## src/rtl/cfgrx_pkg.sv

```systemverilog
// Shared constants for the serial latched register receiver.
// Assumes nothing; holds only default geometry and bit positions.
package cfgrx_pkg;
    localparam int unsigned CFGRX_WORD_W      = 32;
    localparam int unsigned CFGRX_ADDR_W      = 4;
    localparam int unsigned CFGRX_NUM_REGS    = 16;
    localparam int unsigned CFGRX_SYNC_STAGES = 2;
    localparam int unsigned CFGRX_RST_BIT     = 13;
    localparam int unsigned CFGRX_CAL_REG     = 15;
    // Positions of the serial lines in the synchronizer vector
    localparam int unsigned LINE_CLK = 0;
    localparam int unsigned LINE_DAT = 1;
    localparam int unsigned LINE_LE  = 2;
    localparam int unsigned NUM_LINES = 3;
endpackage

```

## src/rtl/cfgrx_sync.sv

```systemverilog
// Multi-bit level synchronizer: each bit passes through its own chain of
// STAGES flops. Assumes the bits are independent and each level is held
// long enough (at least STAGES system cycles) to be seen.
module cfgrx_sync #(
    parameter int unsigned WIDTH  = 3,
    parameter int unsigned STAGES = 2
) (
    input  logic             clk,
    input  logic             rst_n,
    input  logic [WIDTH-1:0] d_i,
    output logic [WIDTH-1:0] q_o
);
    for (genvar b = 0; b < WIDTH; b++) begin : g_bit
        logic [STAGES-1:0] chain;
        // Shift the asynchronous level through the flop chain
        always_ff @(posedge clk) begin
            if (!rst_n) chain <= '0;
            else        chain <= {chain[STAGES-2:0], d_i[b]};
        end
        assign q_o[b] = chain[STAGES-1];
    end
endmodule

```

## src/rtl/cfgrx_edge.sv

```systemverilog
// Rising-edge detector on a signal already in the system clock domain.
// The output is high for one cycle when the input goes from 0 to 1.
module cfgrx_edge (
    input  logic clk,
    input  logic rst_n,
    input  logic sig_i,
    output logic rise_o
);
    logic prev_q;
    // Remember last cycle's level
    always_ff @(posedge clk) begin
        if (!rst_n) prev_q <= 1'b0;
        else        prev_q <= sig_i;
    end
    assign rise_o = sig_i & ~prev_q;
endmodule

```

## src/rtl/cfgrx_shift.sv

```systemverilog
// Serial word assembler. Shifts one synchronized data bit in, MSB first, on
// each serial clock rise while latch-enable is low, and counts the bits.
// On a latch-enable rise it emits a one-cycle write strobe if exactly
// WORD_W bits arrived, then clears the count. Assumes a latch-enable rise
// and a serial clock rise never fall in the same system cycle.
module cfgrx_shift #(
    parameter int unsigned WORD_W = 32
) (
    input  logic              clk,
    input  logic              rst_n,
    input  logic              sclk_rise_i,
    input  logic              dat_i,
    input  logic              le_lvl_i,
    input  logic              le_rise_i,
    output logic              wr_vld_o,
    output logic [WORD_W-1:0] wr_word_o
);
    localparam int unsigned CNT_W   = $clog2(WORD_W + 2);
    localparam logic [CNT_W-1:0] CNT_FULL = CNT_W'(WORD_W);
    localparam logic [CNT_W-1:0] CNT_SAT  = CNT_W'(WORD_W + 1);

    logic [WORD_W-1:0] shreg_q;
    logic [CNT_W-1:0]  cnt_q;
    logic              vld_q;

    // Shift register, saturating bit counter and commit strobe
    always_ff @(posedge clk) begin
        if (!rst_n) begin
            shreg_q <= '0;
            cnt_q   <= '0;
            vld_q   <= 1'b0;
        end else begin
            vld_q <= 1'b0;
            if (le_rise_i) begin
                vld_q <= (cnt_q == CNT_FULL);
                cnt_q <= '0;
            end else if (sclk_rise_i && !le_lvl_i) begin
                shreg_q <= {shreg_q[WORD_W-2:0], dat_i};
                if (cnt_q != CNT_SAT) cnt_q <= cnt_q + 1'b1;
            end
        end
    end

    assign wr_vld_o  = vld_q;
    assign wr_word_o = shreg_q;
endmodule

```

## src/rtl/cfgrx_bank.sv

```systemverilog
// Register bank. On a write strobe the addressed register takes the data.
// Register 0 carries a self-clearing reset bit that clears every other
// register. A write to register CAL_REG produces a one-cycle calibration
// pulse. Addresses at or above NUM_REGS are ignored.
module cfgrx_bank #(
    parameter int unsigned ADDR_W   = 4,
    parameter int unsigned DATA_W   = 28,
    parameter int unsigned NUM_REGS = 16,
    parameter int unsigned RST_BIT  = 13,
    parameter int unsigned CAL_REG  = 15
) (
    input  logic                       clk,
    input  logic                       rst_n,
    input  logic                       wr_vld_i,
    input  logic [ADDR_W-1:0]          wr_addr_i,
    input  logic [DATA_W-1:0]          wr_data_i,
    output logic [NUM_REGS*DATA_W-1:0] bank_o,
    output logic                       cal_start_o
);
    localparam logic [DATA_W-1:0] RST_MASK = DATA_W'(1) << RST_BIT;

    logic bank_rst;
    logic cal_q;

    // A reset request is a valid write to register 0 with the reset bit set
    assign bank_rst = wr_vld_i && (wr_addr_i == '0) && wr_data_i[RST_BIT];

    for (genvar r = 0; r < NUM_REGS; r++) begin : g_reg
        logic [DATA_W-1:0] val_q;
        logic              hit;
        assign hit = wr_vld_i && (wr_addr_i == ADDR_W'(r));
        if (r == 0) begin : g_ctl
            // Register 0: store the value with the reset bit self-cleared
            always_ff @(posedge clk) begin
                if (!rst_n)   val_q <= '0;
                else if (hit) val_q <= wr_data_i & ~RST_MASK;
            end
        end else begin : g_plain
            // Other registers: write on hit, clear on a bank reset request
            always_ff @(posedge clk) begin
                if (!rst_n)         val_q <= '0;
                else if (hit)       val_q <= wr_data_i;
                else if (bank_rst)  val_q <= '0;
            end
        end
        assign bank_o[r*DATA_W +: DATA_W] = val_q;
    end

    // One-cycle calibration start on every write to the calibration register
    always_ff @(posedge clk) begin
        if (!rst_n) cal_q <= 1'b0;
        else        cal_q <= wr_vld_i && (wr_addr_i == ADDR_W'(CAL_REG));
    end
    assign cal_start_o = cal_q;
endmodule

```

## src/rtl/cfg_serial_rx.sv

```systemverilog
// Serial latched register receiver top. Synchronizes the three serial lines
// into the system clock, detects serial clock and latch-enable rises,
// assembles words and writes them into the register bank. Assumes the system
// clock is at least 4x the serial clock and each serial level lasts at least
// two system cycles.
module cfg_serial_rx
    import cfgrx_pkg::*;
#(
    parameter int unsigned WORD_W      = CFGRX_WORD_W,
    parameter int unsigned ADDR_W      = CFGRX_ADDR_W,
    parameter int unsigned NUM_REGS    = CFGRX_NUM_REGS,
    parameter int unsigned SYNC_STAGES = CFGRX_SYNC_STAGES,
    parameter int unsigned RST_BIT     = CFGRX_RST_BIT,
    parameter int unsigned CAL_REG     = CFGRX_CAL_REG,
    localparam int unsigned DATA_W     = WORD_W - ADDR_W,
    localparam int unsigned BANK_W     = NUM_REGS * DATA_W
) (
    input  logic              clk,
    input  logic              rst_n,
    input  logic              ser_clk_i,
    input  logic              ser_dat_i,
    input  logic              ser_le_i,
    output logic [BANK_W-1:0] reg_bank_o,
    output logic              cal_start_o
);
    logic [NUM_LINES-1:0] raw_lines;
    logic [NUM_LINES-1:0] sync_lines;
    logic                 sclk_rise;
    logic                 le_rise;
    logic                 wr_vld;
    logic [WORD_W-1:0]    wr_word;
    logic [ADDR_W-1:0]    wr_addr;
    logic [DATA_W-1:0]    wr_data;

    // Gather the serial lines into one vector for the synchronizer
    always_comb begin
        raw_lines           = '0;
        raw_lines[LINE_CLK] = ser_clk_i;
        raw_lines[LINE_DAT] = ser_dat_i;
        raw_lines[LINE_LE]  = ser_le_i;
    end

    cfgrx_sync #(.WIDTH(NUM_LINES), .STAGES(SYNC_STAGES)) u_sync (
        .clk(clk), .rst_n(rst_n), .d_i(raw_lines), .q_o(sync_lines)
    );

    cfgrx_edge u_clk_edge (
        .clk(clk), .rst_n(rst_n), .sig_i(sync_lines[LINE_CLK]), .rise_o(sclk_rise)
    );

    cfgrx_edge u_le_edge (
        .clk(clk), .rst_n(rst_n), .sig_i(sync_lines[LINE_LE]), .rise_o(le_rise)
    );

    cfgrx_shift #(.WORD_W(WORD_W)) u_shift (
        .clk(clk), .rst_n(rst_n),
        .sclk_rise_i(sclk_rise), .dat_i(sync_lines[LINE_DAT]),
        .le_lvl_i(sync_lines[LINE_LE]), .le_rise_i(le_rise),
        .wr_vld_o(wr_vld), .wr_word_o(wr_word)
    );

    // Address in the trailing bits, data field above it
    assign wr_addr = wr_word[ADDR_W-1:0];
    assign wr_data = wr_word[WORD_W-1:ADDR_W];

    cfgrx_bank #(
        .ADDR_W(ADDR_W), .DATA_W(DATA_W), .NUM_REGS(NUM_REGS),
        .RST_BIT(RST_BIT), .CAL_REG(CAL_REG)
    ) u_bank (
        .clk(clk), .rst_n(rst_n),
        .wr_vld_i(wr_vld), .wr_addr_i(wr_addr), .wr_data_i(wr_data),
        .bank_o(reg_bank_o), .cal_start_o(cal_start_o)
    );
endmodule

```

## config.mk

```make
export PLATFORM = sky130hd
export DESIGN_NAME = cfg_serial_rx
export DESIGN_NICKNAME = d
export VERILOG_FILES = /design/src/rtl/cfgrx_pkg.sv /design/src/rtl/cfgrx_sync.sv /design/src/rtl/cfgrx_edge.sv /design/src/rtl/cfgrx_shift.sv /design/src/rtl/cfgrx_bank.sv /design/src/rtl/cfg_serial_rx.sv
export SDC_FILE = /design/constraint.sdc
export NUM_CORES = 1
export LEC_CHECK = 0
export ABC_CLOCK_PERIOD_IN_PS = 4200
export BUFFER_PORTS_ARGS = -buffer_cell sky130_fd_sc_hd__buf_2
export CAP_MARGIN = 20
export CORE_MARGIN = 2
export CORE_UTILIZATION = 45
export CTS_CLUSTER_SIZE = 40
export DETAILED_ROUTE_END_ITERATION = 16
export GPL_ROUTABILITY_DRIVEN = 0
export HOLD_SLACK_MARGIN = 0.1
export PLACE_DENSITY = 0.69
export SKIP_LAST_GASP = 1
export SLEW_MARGIN = 20
export SYNTH_ARGS = -nofsm -noshare
export SYNTH_HDL_FRONTEND = slang
export SYNTH_SLANG_ARGS = --single-unit
```

## constraint.sdc

```tcl
create_clock -name clk -period 4.2 [get_ports clk]
set_input_delay 0.42 -clock clk [delete_from_list [all_inputs] [get_ports clk]]
set_output_delay 0.42 -clock clk [all_outputs]
set_load 0.05 [all_outputs]
```

==> impl_results.md <==
- Vias per cell: 6.01
- Io pins: 454
- Routed wire per std cell: 23.2 um
- First-pass GRT wire length: 97,300 um
- DRC: 0
- Clk slew on worst S/H paths: 0.06 ns
- Setup crit start kind: register
- Netlist cell types: 45
- Seq cells post-synth: 495
- Chip Width: 205 um
- Cell Pwr Density: 428 nW/um2
- Maximum clock path buffer count: 3
- Crit path max fanout: 28
- Clock root buffer: clkbuf_16
- Area grow syn2layout: 21.1%
- Routed Antenna Nets: 0
- Post-synth EDFFs: 0
- Initial antenna violation count: 0
- Final setup viols: 0
- FF-to-FF End: u_bank.g_reg[5].val_q[18]
- Max-cap viol count: 0
- Total track usage: 30.4%
- Synth Flop Type: dfxtp_1
- Mapped cell area: 18,200 um2
- Worst reg2reg path depth: 3
- Final wirelength: 66,900 um
- IR drop worst, VDD: 358 uV
- HP Start: rst_n
- Max Freq: 0.365 GHz
- Leakage power: 8.76 nW
- Final hold violations: 0
- Buffers added on ports: 452
- Total negative slack: 0 ns
- H-tree levels: 2
- Fill count: 3,643
- Post-route minimum period: 2.74 ns
- Die ar.: 42,000 um2
- Post-CTS Resized: 0
- CTS tree: yes
- Largest net degree at the start of global routing: 205
- CTS buffer count: 49
- Antenna Cells: 0
- Ys async rst share: 0%
- Grt ovf: 0
- Worst-Margin Slew: 1.17 ns
- Share of cells above drive strength 1: 24.2%
- Vias in the first global route: 15,600
- Final Total Pwr: 9.40 mW
- Clock skew: 0.0204 ns
- Mapped Cells: 2,023
- Worst EP arrival: 3.15 ns
- Clock Sinks: 495
- Reg2Reg Setup Slack: 1.46 ns
- DR iter-0 viols: 1,560
- Core Footprint: 39,700 um2
- Ys Warns: 0
- Max Slew Vio Count: 0
- RSZ-0062 raised after global routing: false
- Top cells by area, synth: dfxtp_1 (55%), o22ai_1 (9.7%), nand2_1 (7.9%)
- Relative slew slack: 21.8%
- Hold Path End: u_bank.g_reg[10].val_q[6]
- Setup CP Type: reg -> reg
- Status: completed
- Worst-Skew Late Latency: 0.59 ns
- Setup Buffers After CTS: 0
- Die H: 205 um
- Via count: 17,400
- Syn nets: 2,031
- Req. time, crit path: 4.61 ns
- DRT Pass-1 Iters: 6
- Hold buffers post-CTS: 3
- Synth Area per Inst: 8.97 um2
- Core Rows: 73
- Worst r2r src: u_shift.wr_vld_o
- Period utilization: 65.3%
- Core Util, Final: 55.3%
- Cells on Worst Hold Path: 3
- Top-area cell type share of the netlist area: 54.6%
- Final #Nets: 2,332
- Effective utilization at floorplan: 45.7%
- Sequential share of the synthesized area: 54.6%
- Synth area leader: dfxtp_1
- Hpwl dp: 42,300 um
- Hold WC Path Type: in -> reg
- Crit path capture type: register
[worst max-delay path by stage]
stage | start | to | slack, ns
2_1_floorplan | u_shift.wr_vld_o | u_bank.g_reg[7].val_q[13] | 2.49
6_report | u_shift.wr_vld_o | u_bank.g_reg[5].val_q[18] | 1.46
3_5_place_dp | u_shift.wr_word_o[1] | u_bank.g_reg[10].val_q[27] | 1.42
5_1_grt | u_shift.wr_word_o[2] | u_bank.g_reg[14].val_q[8] | 1.37
3_3_place_gp | u_shift.wr_word_o[1] | u_bank.g_reg[10].val_q[27] | 1.58
4_1_cts | u_shift.wr_word_o[1] | u_bank.g_reg[10].val_q[27] | 1.43
[Yosys cell counts, types with 8 or more instances]
cell / n
buf_1: 8
and2_1: 9
nand2_1: 384
dfxtp_1: 495
o21ai_0: 136
nand3b_1: 30
buf_2: 34
buf_4: 25
o2111ai_1: 28
a21boi_1: 18
clkbuf_1: 156
nand3_1: 199
o22ai_1: 280
a21boi_0: 150
[placed cells by master (no fill, tap or decap), drive strengths merged, types with 6 or more instances in the layout]
cell / synthesis / routed
dfxtp: 495 / 495
buf: 73 / 476
nand2: 385 / 385
o22ai: 282 / 282
nand3: 199 / 199
a21boi: 168 / 168
o21ai: 138 / 138
clkbuf: 156 / 76
nand3b: 30 / 30
o2111ai: 28 / 28
and2: 9 / 9
clkinv: 0 / 7
a2bb2o: 6 / 6
[layer usage]
layer / track usage, % / up-vias / share of wire, %
met5: 0 / - / 0
met4: 15.0 / 0 / 5.4
met3: 7.64 / 214 / 10
met2: 47.6 / 949 / 46
met1: 39.0 / 8389 / 39
li1: - / 7814 / -
[worst max-delay path, stage by stage, from the launching register on]
cell      delay, ns
dfxtp_1        0.60
or3b_1         0.60
a2bb2o_1       1.11
o22ai_1        0.23
[per-stage QoR]
step | instance area, um2 | setup slack [ns] | instances | hold WS [ns]
2_1_floorplan | 18200 | 2.49 | 2023 | 0.412
3_3_place_gp | 20300 | 1.58 | 2795 | 0.425
3_5_place_dp | 20300 | 1.42 | 2795 | 0.431
4_1_cts | 22000 | 1.43 | 2889 | 0.379
5_1_grt | 22000 | 1.37 | 2889 | 0.426
6_report | 22000 | 1.46 | 2889 | 0.392
[state kept, by name (all words and copies together), names as in the netlist]
signal              count
u_clk_edge.prev_q       1
u_bank.g.val_q        447
u_sync.g_bit.chain      6
u_shift.wr_word_o      32
u_shift.wr_vld_o        1
u_le_edge.prev_q        1
u_shift.cnt_q           6
u_bank.cal_start_o      1
[where the power goes]
group	switching [mW]	internal, mW
Clock	1.88	2.70
Sequential	0.00287	4.70
Combinational	0.0960	0.0328
[cells by family (layout without fill, tap and decap cells)]
group	after synthesis	in the layout	share of synthesized area, %
adders and majority gates	3	3	0.207
muxes	2	2	0.110
AOI/OAI and AO/OA	638	638	23.1
buffers and inverters	232	573	5.80
DFF	495	495	54.6
and+or+nand+nor	652	652	16.2
other	1	1	0.0207
[cell type report]
type                            count  area, um2  area share, %
Timing Repair Buffer              479       2490           11.4
Tap cell                          525        657           2.99
Clock inverter                     15        214          0.974
Inverter                            3       11.3         0.0512
Sequential cell                   495       9910           45.1
Multi-Input combinational cell   1296       7230           32.9
Clock buffer                       76       1460           6.63
(Power assumes the default switching activity.)
